**config.mk**
```make
export PLATFORM = sky130hd
export DESIGN_NAME = pwm_shadow_gen
export DESIGN_NICKNAME = d
export VERILOG_FILES = /design/src/rtl/pwm_pkg.sv /design/src/rtl/pwm_cfg_regs.sv /design/src/rtl/pwm_timebase.sv /design/src/rtl/pwm_duty_unit.sv /design/src/rtl/pwm_postscaler.sv /design/src/rtl/pwm_shadow_gen.sv
export SDC_FILE = /design/constraint.sdc
export NUM_CORES = 1
export LEC_CHECK = 0
export ABC_AREA = 1
export BUFFER_PORTS_ARGS = -buffer_cell sky130_fd_sc_hd__buf_2
export CORE_AREA = 4 4 84 86
export DETAILED_ROUTE_END_ITERATION = 12
export DIE_AREA = 0 0 88 90
export GPL_TIMING_DRIVEN = 1
export SYNTH_ARGS = -nofsm -noshare
export SYNTH_HDL_FRONTEND = slang
export SYNTH_SLANG_ARGS = --single-unit
```
**constraint.sdc**
```tcl
create_clock -name clk -period 2 [get_ports clk]
set_input_delay 0.4 -clock clk [delete_from_list [all_inputs] [get_ports clk]]
set_output_delay 0.4 -clock clk [all_outputs]
set_load 0.01 [all_outputs]
```
**src/rtl/pwm_pkg.sv**
```systemverilog
package pwm_pkg;
    // Largest prescale ratio is 2**PRE_LOG_MAX; sub-counter spans 4 phases of it.
    localparam int PRE_LOG_MAX = 4;
    localparam int SUB_W       = 2 + PRE_LOG_MAX;

    typedef enum logic [1:0] {
        PRE_DIV1   = 2'b00,
        PRE_DIV4   = 2'b01,
        PRE_DIV16  = 2'b10,
        PRE_DIV16B = 2'b11
    } pre_sel_e;

    typedef struct packed {
        logic       en;
        logic [1:0] duty_lo;
    } ctrl_t;

    // Last sub-count value before the timer advances.
    function automatic logic [SUB_W-1:0] sub_limit(input pre_sel_e s);
        logic [SUB_W-1:0] lim;
        case (s)
            PRE_DIV1: lim = SUB_W'(3);
            PRE_DIV4: lim = SUB_W'(15);
            default:  lim = SUB_W'(63);
        endcase
        return lim;
    endfunction

    // Two fine time-base bits taken from the top of the active sub-count range.
    function automatic logic [1:0] sub_phase(input pre_sel_e s, input logic [SUB_W-1:0] sc);
        logic [1:0] ph;
        case (s)
            PRE_DIV1: ph = sc[1:0];
            PRE_DIV4: ph = sc[3:2];
            default:  ph = sc[5:4];
        endcase
        return ph;
    endfunction
endpackage

```
**src/rtl/pwm_cfg_regs.sv**
```systemverilog
module pwm_cfg_regs
    import pwm_pkg::*;
#(
    parameter int TMR_W  = 8,
    parameter int POST_W = 4
) (
    input  logic              clk,
    input  logic              rst,
    input  logic              wr_period,
    input  logic [TMR_W-1:0]  period_in,
    input  logic              wr_duty_hi,
    input  logic [TMR_W-1:0]  duty_hi_in,
    input  logic              wr_ctrl,
    input  ctrl_t             ctrl_in,
    input  logic              wr_prescale,
    input  logic [1:0]        prescale_in,
    input  logic              wr_postscale,
    input  logic [POST_W-1:0] postscale_in,
    input  logic              wr_tris,
    input  logic              tris_in,
    output logic [TMR_W-1:0]  period_q,
    output logic [TMR_W+1:0]  duty_buf,
    output ctrl_t             ctrl_q,
    output pre_sel_e          pre_q,
    output logic [POST_W-1:0] post_q,
    output logic              tris_q
);
    logic [TMR_W-1:0] duty_hi_q;

    always_ff @(posedge clk) begin
        if (rst) begin
            period_q  <= '1;
            duty_hi_q <= '0;
            ctrl_q    <= '0;
            pre_q     <= PRE_DIV1;
            post_q    <= '0;
            tris_q    <= 1'b1;
        end else begin
            if (wr_period)    period_q  <= period_in;
            if (wr_duty_hi)   duty_hi_q <= duty_hi_in;
            if (wr_ctrl)      ctrl_q    <= ctrl_in;
            if (wr_prescale)  pre_q     <= pre_sel_e'(prescale_in);
            if (wr_postscale) post_q    <= postscale_in;
            if (wr_tris)      tris_q    <= tris_in;
        end
    end

    assign duty_buf = {duty_hi_q, ctrl_q.duty_lo};
endmodule

```
**src/rtl/pwm_timebase.sv**
```systemverilog
module pwm_timebase
    import pwm_pkg::*;
#(
    parameter int TMR_W = 8
) (
    input  logic             clk,
    input  logic             rst,
    input  logic             run,
    input  pre_sel_e         pre,
    input  logic [TMR_W-1:0] period,
    output logic             restart,
    output logic [TMR_W+1:0] tb_next
);
    logic [SUB_W-1:0] sub_q, sub_d;
    logic [TMR_W-1:0] tmr_q, tmr_d;
    logic             tick, at_end;

    assign tick    = (sub_q == sub_limit(pre));
    assign at_end  = (tmr_q == period);
    assign restart = run && tick && at_end;

    always_comb begin
        sub_d = sub_q;
        tmr_d = tmr_q;
        if (!run) begin
            sub_d = '0;
            tmr_d = '0;
        end else if (tick) begin
            sub_d = '0;
            tmr_d = at_end ? '0 : tmr_q + 1'b1;
        end else begin
            sub_d = sub_q + 1'b1;
        end
    end

    always_ff @(posedge clk) begin
        if (rst) begin
            sub_q <= '0;
            tmr_q <= '0;
        end else begin
            sub_q <= sub_d;
            tmr_q <= tmr_d;
        end
    end

    // Time base value that will hold after this edge.
    assign tb_next = {tmr_d, sub_phase(pre, sub_d)};
endmodule

```
**src/rtl/pwm_duty_unit.sv**
```systemverilog
module pwm_duty_unit #(
    parameter int TMR_W = 8,
    localparam int DUTY_W = TMR_W + 2
) (
    input  logic              clk,
    input  logic              rst,
    input  logic              run,
    input  logic              restart,
    input  logic [DUTY_W-1:0] tb_next,
    input  logic [DUTY_W-1:0] duty_buf,
    output logic [DUTY_W-1:0] shadow_q,
    output logic              out_q
);
    always_ff @(posedge clk) begin
        if (rst) begin
            shadow_q <= '0;
            out_q    <= 1'b0;
        end else if (!run) begin
            out_q <= 1'b0;
        end else if (restart) begin
            shadow_q <= duty_buf;
            out_q    <= |duty_buf;
        end else if (tb_next == shadow_q) begin
            out_q <= 1'b0;
        end
    end
endmodule

```
**src/rtl/pwm_postscaler.sv**
```systemverilog
module pwm_postscaler #(
    parameter int POST_W = 4
) (
    input  logic              clk,
    input  logic              rst,
    input  logic              run,
    input  logic              restart,
    input  logic [POST_W-1:0] post_sel,
    output logic              irq_q
);
    logic [POST_W-1:0] cnt_q;
    logic              hit;

    assign hit = (cnt_q == post_sel);

    always_ff @(posedge clk) begin
        if (rst || !run) begin
            cnt_q <= '0;
            irq_q <= 1'b0;
        end else begin
            irq_q <= restart && hit;
            if (restart) cnt_q <= hit ? '0 : cnt_q + 1'b1;
        end
    end
endmodule

```
**src/rtl/pwm_shadow_gen.sv**
```systemverilog
module pwm_shadow_gen
    import pwm_pkg::*;
#(
    parameter int TMR_W  = 8,
    parameter int POST_W = 4
) (
    input  logic              clk,
    input  logic              rst,
    input  logic              wr_period,
    input  logic [TMR_W-1:0]  period_in,
    input  logic              wr_duty_hi,
    input  logic [TMR_W-1:0]  duty_hi_in,
    input  logic              wr_ctrl,
    input  logic              ctrl_en_in,
    input  logic [1:0]        ctrl_duty_lo_in,
    input  logic              wr_prescale,
    input  logic [1:0]        prescale_in,
    input  logic              wr_postscale,
    input  logic [POST_W-1:0] postscale_in,
    input  logic              wr_tris,
    input  logic              tris_in,
    output logic              pwm_out,
    output logic              pwm_oe,
    output logic              period_irq
);
    localparam int DUTY_W = TMR_W + 2;

    ctrl_t             ctrl_in, ctrl_q;
    pre_sel_e          pre_q;
    logic [TMR_W-1:0]  period_q;
    logic [DUTY_W-1:0] duty_buf, shadow_q, tb_next;
    logic [POST_W-1:0] post_q;
    logic              tris_q, restart, out_q, run;

    assign ctrl_in = '{en: ctrl_en_in, duty_lo: ctrl_duty_lo_in};
    assign run     = ctrl_q.en;

    pwm_cfg_regs #(.TMR_W(TMR_W), .POST_W(POST_W)) u_regs (
        .clk(clk), .rst(rst),
        .wr_period(wr_period), .period_in(period_in),
        .wr_duty_hi(wr_duty_hi), .duty_hi_in(duty_hi_in),
        .wr_ctrl(wr_ctrl), .ctrl_in(ctrl_in),
        .wr_prescale(wr_prescale), .prescale_in(prescale_in),
        .wr_postscale(wr_postscale), .postscale_in(postscale_in),
        .wr_tris(wr_tris), .tris_in(tris_in),
        .period_q(period_q), .duty_buf(duty_buf), .ctrl_q(ctrl_q),
        .pre_q(pre_q), .post_q(post_q), .tris_q(tris_q)
    );

    pwm_timebase #(.TMR_W(TMR_W)) u_tb (
        .clk(clk), .rst(rst), .run(run), .pre(pre_q), .period(period_q),
        .restart(restart), .tb_next(tb_next)
    );

    pwm_duty_unit #(.TMR_W(TMR_W)) u_duty (
        .clk(clk), .rst(rst), .run(run), .restart(restart),
        .tb_next(tb_next), .duty_buf(duty_buf),
        .shadow_q(shadow_q), .out_q(out_q)
    );

    pwm_postscaler #(.POST_W(POST_W)) u_post (
        .clk(clk), .rst(rst), .run(run), .restart(restart),
        .post_sel(post_q), .irq_q(period_irq)
    );

    // A cleared enable holds the output low at once.
    assign pwm_out = out_q & run;
    assign pwm_oe  = ~tris_q;
endmodule

```
Word-level counts from Yosys, hierarchy flattened
Cells that the tools add are included.
- output and inout port bits: 3
- word-level logic and storage cells: 44
- register bits: 56
- input port bits: 34
- muxes and demuxes: 10
- reduce and logical (&&, ||, !) cells: 10
- add/subtract/negate cells: 3
- bitwise operators: 3
- equality and inequality tests: 5
- operators by type and width (operator ; count):
    8-bit two-way mux ; 3
    6-bit two-way mux ; 2
    6-bit one-hot mux with 2 select lines ; 1
    10-bit == test ; 1
    10-bit OR reduction ; 1
    8-bit by 1-bit adder with 8-bit output, second input constant ; 1
    8-bit == test ; 1
    6-bit by 1-bit adder with 6-bit output, second input constant ; 1
    6-bit == test ; 1
    4-bit by 1-bit adder with 4-bit output, second input constant ; 1
    4-bit == test ; 1
    4-bit two-way mux ; 1
    2-bit one-hot mux with 2 select lines ; 1
    1-bit logical AND ; 3
    2-bit by 1-bit == test with 1-bit output, second input constant ; 1
    2-bit zero test ; 1
    1-bit two-way mux ; 2
    1-bit NOT ; 2
    2-bit AND reduction ; 1
    2-bit nonzero test ; 1
    2-bit OR reduction ; 1
    1-bit bitwise AND ; 1
    1-bit zero test ; 1
    1-bit logical OR ; 1

Depth between registers and ports, before layout
- depth after elaboration: 9
- mapped depth: 18

Modules after synthesis
Synthesis repeated with hierarchy kept, for this count alone.
- cells, all modules: 459
- area total of the unflattened synthesis: 3012.9 um2
- modules (own cells, without submodules) (module ; cells an instance ; times used ; area an instance (um2)):
    pwm_cfg_regs ; 149 ; 1 ; 1048.5
    pwm_timebase ; 163 ; 1 ; 1009.7
    pwm_duty_unit ; 86 ; 1 ; 609.3
    pwm_postscaler ; 58 ; 1 ; 334.1
    pwm_shadow_gen ; 3 ; 1 ; 11.3

Least setup slack after synthesis
Ideal clock, no wire load.
- path type: register -> register
- start point: register u_tb.sub_q[0]
- end point: register u_duty.out_q
- setup slack: 0.261 ns
- data arrival time: 1.615 ns
- buffers on the path: 0
- data required time: 1.877 ns
- setup time: 0.123 ns
- cell stages (with the launch flop): 14
- cells stage by stage: dfxtp_1 > ha_1 > nand3_1 > nand2_1 > nand3_2 > xor2_1 > nand3_1 > nand2_1 > nand2_1 > nand2_1 > nor2_1 > nand3_1 > nand2_1 > a21oi_2
- cells in the longest elaborated chain, start to end: 6
- elaborated cells between the ends (all ways): 12
- RTL lines (item ; line ; text):
    start, declared ; pwm_timebase.sv:14 ; logic [SUB_W-1:0] sub_q, sub_d;
    start signal, assigned ; pwm_timebase.sv:41 ; sub_q <= sub_d;
    6-bit by 1-bit adder with 6-bit output / 6-bit == test (equally long branches) ; pwm_timebase.sv:32, pwm_timebase.sv:18 ;
    6-bit two-way mux ; pwm_timebase.sv:28 ; end else if (tick) begin
    6-bit two-way mux ; pwm_timebase.sv:25 ; if (!run) begin
    2-bit one-hot mux with 2 select lines ; pwm_pkg.sv:32 ; case (s)
    10-bit == test ; pwm_duty_unit.sv:23 ; end else if (tb_next == shadow_q) begin
    2-bit nonzero test (no line) ; n/a ;
    end signal, assigned ; pwm_duty_unit.sv:22 ; out_q <= |duty_buf;
    end, declared ; pwm_duty_unit.sv:12 ; output logic out_q
Several ways; a longest one is shown, not always the timed one.
A chain may end at the register's enable or synchronous reset.

Worst setup path after layout
- start point: register u_tb.sub_q[2]
- end point: register u_duty.out_q
Same word-level chain as after synthesis.

==> run metrics <==
ANT cells=0; Worst R2R End=u_duty.out_q$_SDFFE_PP0P_; fin crit period=1.87 ns; DR WL/cell=11.3 µm; Post-CTS Hold Buffers=0; register share of total power=58.6%; Fin. Hold Viols=0; HPWL Detailed=4700 µm; grt total ovfl=0; Vias=2,582; number of I/O pins=37; CTS sink count=56; drt initial violations=138; clk slew on worst S/H paths=0.09 ns; Area Growth Syn to Fin=19.0%; setup tns final=0 ns; Reg2Reg Setup Slack=0.13 ns; Die Height=90 µm; Die X=88 µm; Crit path arrival time=2.06 ns; sequential share of the synthesized area=39.9%; worst hold path class=in -> reg; worst hold stages=2; Fillers=645; CP Launch Type=register; final worst-path cycle share=93.3%; first-pass GRT wire length=11,000 µm; maximum root-to-sink buffer count=2; Yosys cell types=35; Switch Pwr=489 µW; fin. max-slew vios=0; vias per cell=4.73; combinational share of power=10.0%; Clock H-tree levels=2; Core Box Area=6280 µm²; Design Area, Final=3340 µm²; row count=29; Worst Hold Path EP=u_regs.tris_q$_SDFFE_PP1P_; vias in the first global route=2,464; clk_lat worst skew=0.31 ns; initial antenna violation count=0; Placed Area=3140 µm²; NumNets Final=505; final setup fails=0; mean area per synthesized cell=6.75 µm²; most common cell after layout, fill and taps aside=nand2_1; Max-Cap Viols=0; #FFs+latches synth=56; crit-path max FO=6; Root Buffer=clkbuf_8; Pint=1.52 mW; Fmax achieved=536 MHz; largest net degree at the start of global routing=30; Worst Skew=0.00507 ns; worst r2r src=u_tb.sub_q[2]$_SDFF_PP0_; TritonCTS clock tree=yes; ratio of cells with drive above 1 in the final layout=21.1%; FF/Latch Area=1130 µm²; Mapped Area=2810 µm²; Worst Path Required=2.20 ns; Syn Nets=453; clock power share=31.4%; placer's final routability congestion estimate=0.864; VDD IR-drop max=0.000468 V; Synth warnings=0; most frequent cells in the layout=99 x nand2_1, 58 x nor2_1, 49 x dfxtp_1; Slew Limit Headroom=79.1%; RSZ-0062 raised after global routing=true; cells after synthesis=416; Hold Startpoint=wr_tris; Leak=1.51 nW; First-pass DRT Iterations=4; final instance count without filler cells=546; remaining antenna violation count=0; r2r worst-path depth=15; area of the multi-input gates=1510 µm²; Initial Util=44.7%; DP Cell Count=533; status=complete, no violations; crit path capture type=register; total CTS buffers=5; DRC=0; gr usage total=16.9%; final wirelength=6190 µm; worst slew pin tran=0.310 ns; Power Density=602 nW/µm²; WS Path Type=reg -> reg; IO Port Bufs=36; Sw Ratio=24.3%; Die ar.=7920 µm²
power groups by stage:
stage / Sequential, mW / Clock, mW / Combinational, mW
2_1_floorplan: 1.20 / 0 / 0.127
3_3_place_gp: 1.20 / 0 / 0.192
3_5_place_dp: 1.21 / 0 / 0.195
4_1_cts: 1.18 / 0.659 / 0.197
5_1_grt: 1.18 / 0.708 / 0.235
6_report: 1.18 / 0.631 / 0.201
how the worst max path moves through the flow:
| stage | from | to |
|---|---|---|
| 5_1_grt | u_regs.pre_q[1]$_SDFFE_PP0P_ | u_duty.out_q$_SDFFE_PP0P_ |
| 3_5_place_dp | u_regs.pre_q[1]$_SDFFE_PP0P_ | u_duty.out_q$_SDFFE_PP0P_ |
| 2_1_floorplan | u_tb.sub_q[0]$_SDFF_PP0_ | u_duty.out_q$_SDFFE_PP0P_ |
| 4_1_cts | u_tb.sub_q[1]$_SDFF_PP0_ | u_duty.out_q$_SDFFE_PP0P_ |
| 3_3_place_gp | u_regs.pre_q[1]$_SDFFE_PP0P_ | u_duty.out_q$_SDFFE_PP0P_ |
| 6_report | u_tb.sub_q[2]$_SDFF_PP0_ | u_duty.out_q$_SDFFE_PP0P_ |
logic make-up (layout without fill, tap and decap cells):
family	count (synthesis)	in the layout	synth area share, %
simple gates	229	229	35.7
compound gates	59	59	11.2
buf+inv	58	111	8.34
flops	56	56	39.9
xor+xnor	10	10	3.12
fa+ha+maj	3	3	1.34
mux	1	1	0.357
synth_stat cells:
cell | number | share of area, %
clkbuf_2 | 1 | 0.18
nand2_4 | 1 | 0.40
o21bai_1 | 1 | 0.27
nor2_1 | 62 | 8.3
inv_1 | 44 | 5.9
nand3b_1 | 2 | 0.53
nor4_1 | 3 | 0.67
mux2i_1 | 1 | 0.36
o21ai_2 | 2 | 0.62
nand4_1 | 9 | 2.0
inv_2 | 2 | 0.27
nand2_2 | 5 | 1.1
buf_2 | 1 | 0.18
dfxtp_1 | 56 | 40
a21oi_2 | 1 | 0.31
buf_6 | 1 | 0.40
o31ai_1 | 1 | 0.27
xor2_1 | 3 | 0.94
buf_4 | 1 | 0.27
xnor2_1 | 7 | 2.2
nor2_4 | 1 | 0.40
nand3_1 | 31 | 5.5
a22oi_1 | 1 | 0.27
nor2_2 | 2 | 0.45
nor3_1 | 6 | 1.1
nand2_1 | 101 | 14
inv_4 | 1 | 0.22
clkbuf_1 | 7 | 0.94
o21ai_1 | 3 | 0.53
nand3_2 | 3 | 1.1
a21oi_1 | 20 | 3.6
o21ai_0 | 30 | 5.3
or2_0 | 1 | 0.22
ha_1 | 3 | 1.3
or2_2 | 2 | 0.45
routing by layer:
layer / vias up / global-route usage, % / part of all wire, %
li1: 1437 / - / -
met1: 1094 / 24.0 / 51
met2: 43 / 26.1 / 44
met3: 8 / 3.02 / 4.1
met4: 0 / 4.22 / 1.4
met5: - / 0 / 0
sequential cells by signal, summed over array words and instances (netlist names):
name              cells
u_tb.sub_q            6
u_duty.out_q          1
u_regs.duty_hi_q      8
u_regs.tris_q         1
u_post.irq_q          1
u_regs.post_q         4
u_tb.tmr_q            8
u_regs.period_q       8
u_post.cnt_q          4
u_regs.pre_q          2
u_duty.shadow_q      10
u_regs.ctrl_q         3
critical path, stage by stage, from the launching register on:
cell	delay [ns]
dfxtp_2	0.37
o21ai_2	0.23
nand2_2	0.12
nor2_4	0.15
buf_6	0.14
nand2_2	0.05
nand2_2	0.06
nand2_1	0.05
nor2_1	0.11
nand2_1	0.06
nand2_1	0.06
nand2_1	0.06
nor2_2	0.11
nand3_1	0.07
nand2_1	0.07
a21oi_2	0.05
what timing repair did:
item | CTS | global route
setup endpoints to repair | 1 | 2
gates resized for setup | 1 | 24
cloned | 0 | 1
pin swaps | 0 | 5
setup buffers | 0 | 4
final cells by class:
type	instances	area share (%)
flip-flops and latches	56	34.0
repair buffers	56	9.93
multi-input cells	302	45.2
inverters	47	5.36
well taps	77	2.88
clock buffers	8	2.70
through the flow:
stage	hold slack [ns]	power (mW)	util (%)	setup WS, ns
CTS	0.282	2.04	51.5	0.0466
global placement	0.465	1.40	50.0	0.0731
floorplan	0.444	1.32	-	0.261
detailed placement	0.462	1.40	50.0	0.0155
finish	0.292	2.01	53.2	0.133
global route	0.295	2.13	53.2	-0.0337
Power figures use the tool's default switching activity.
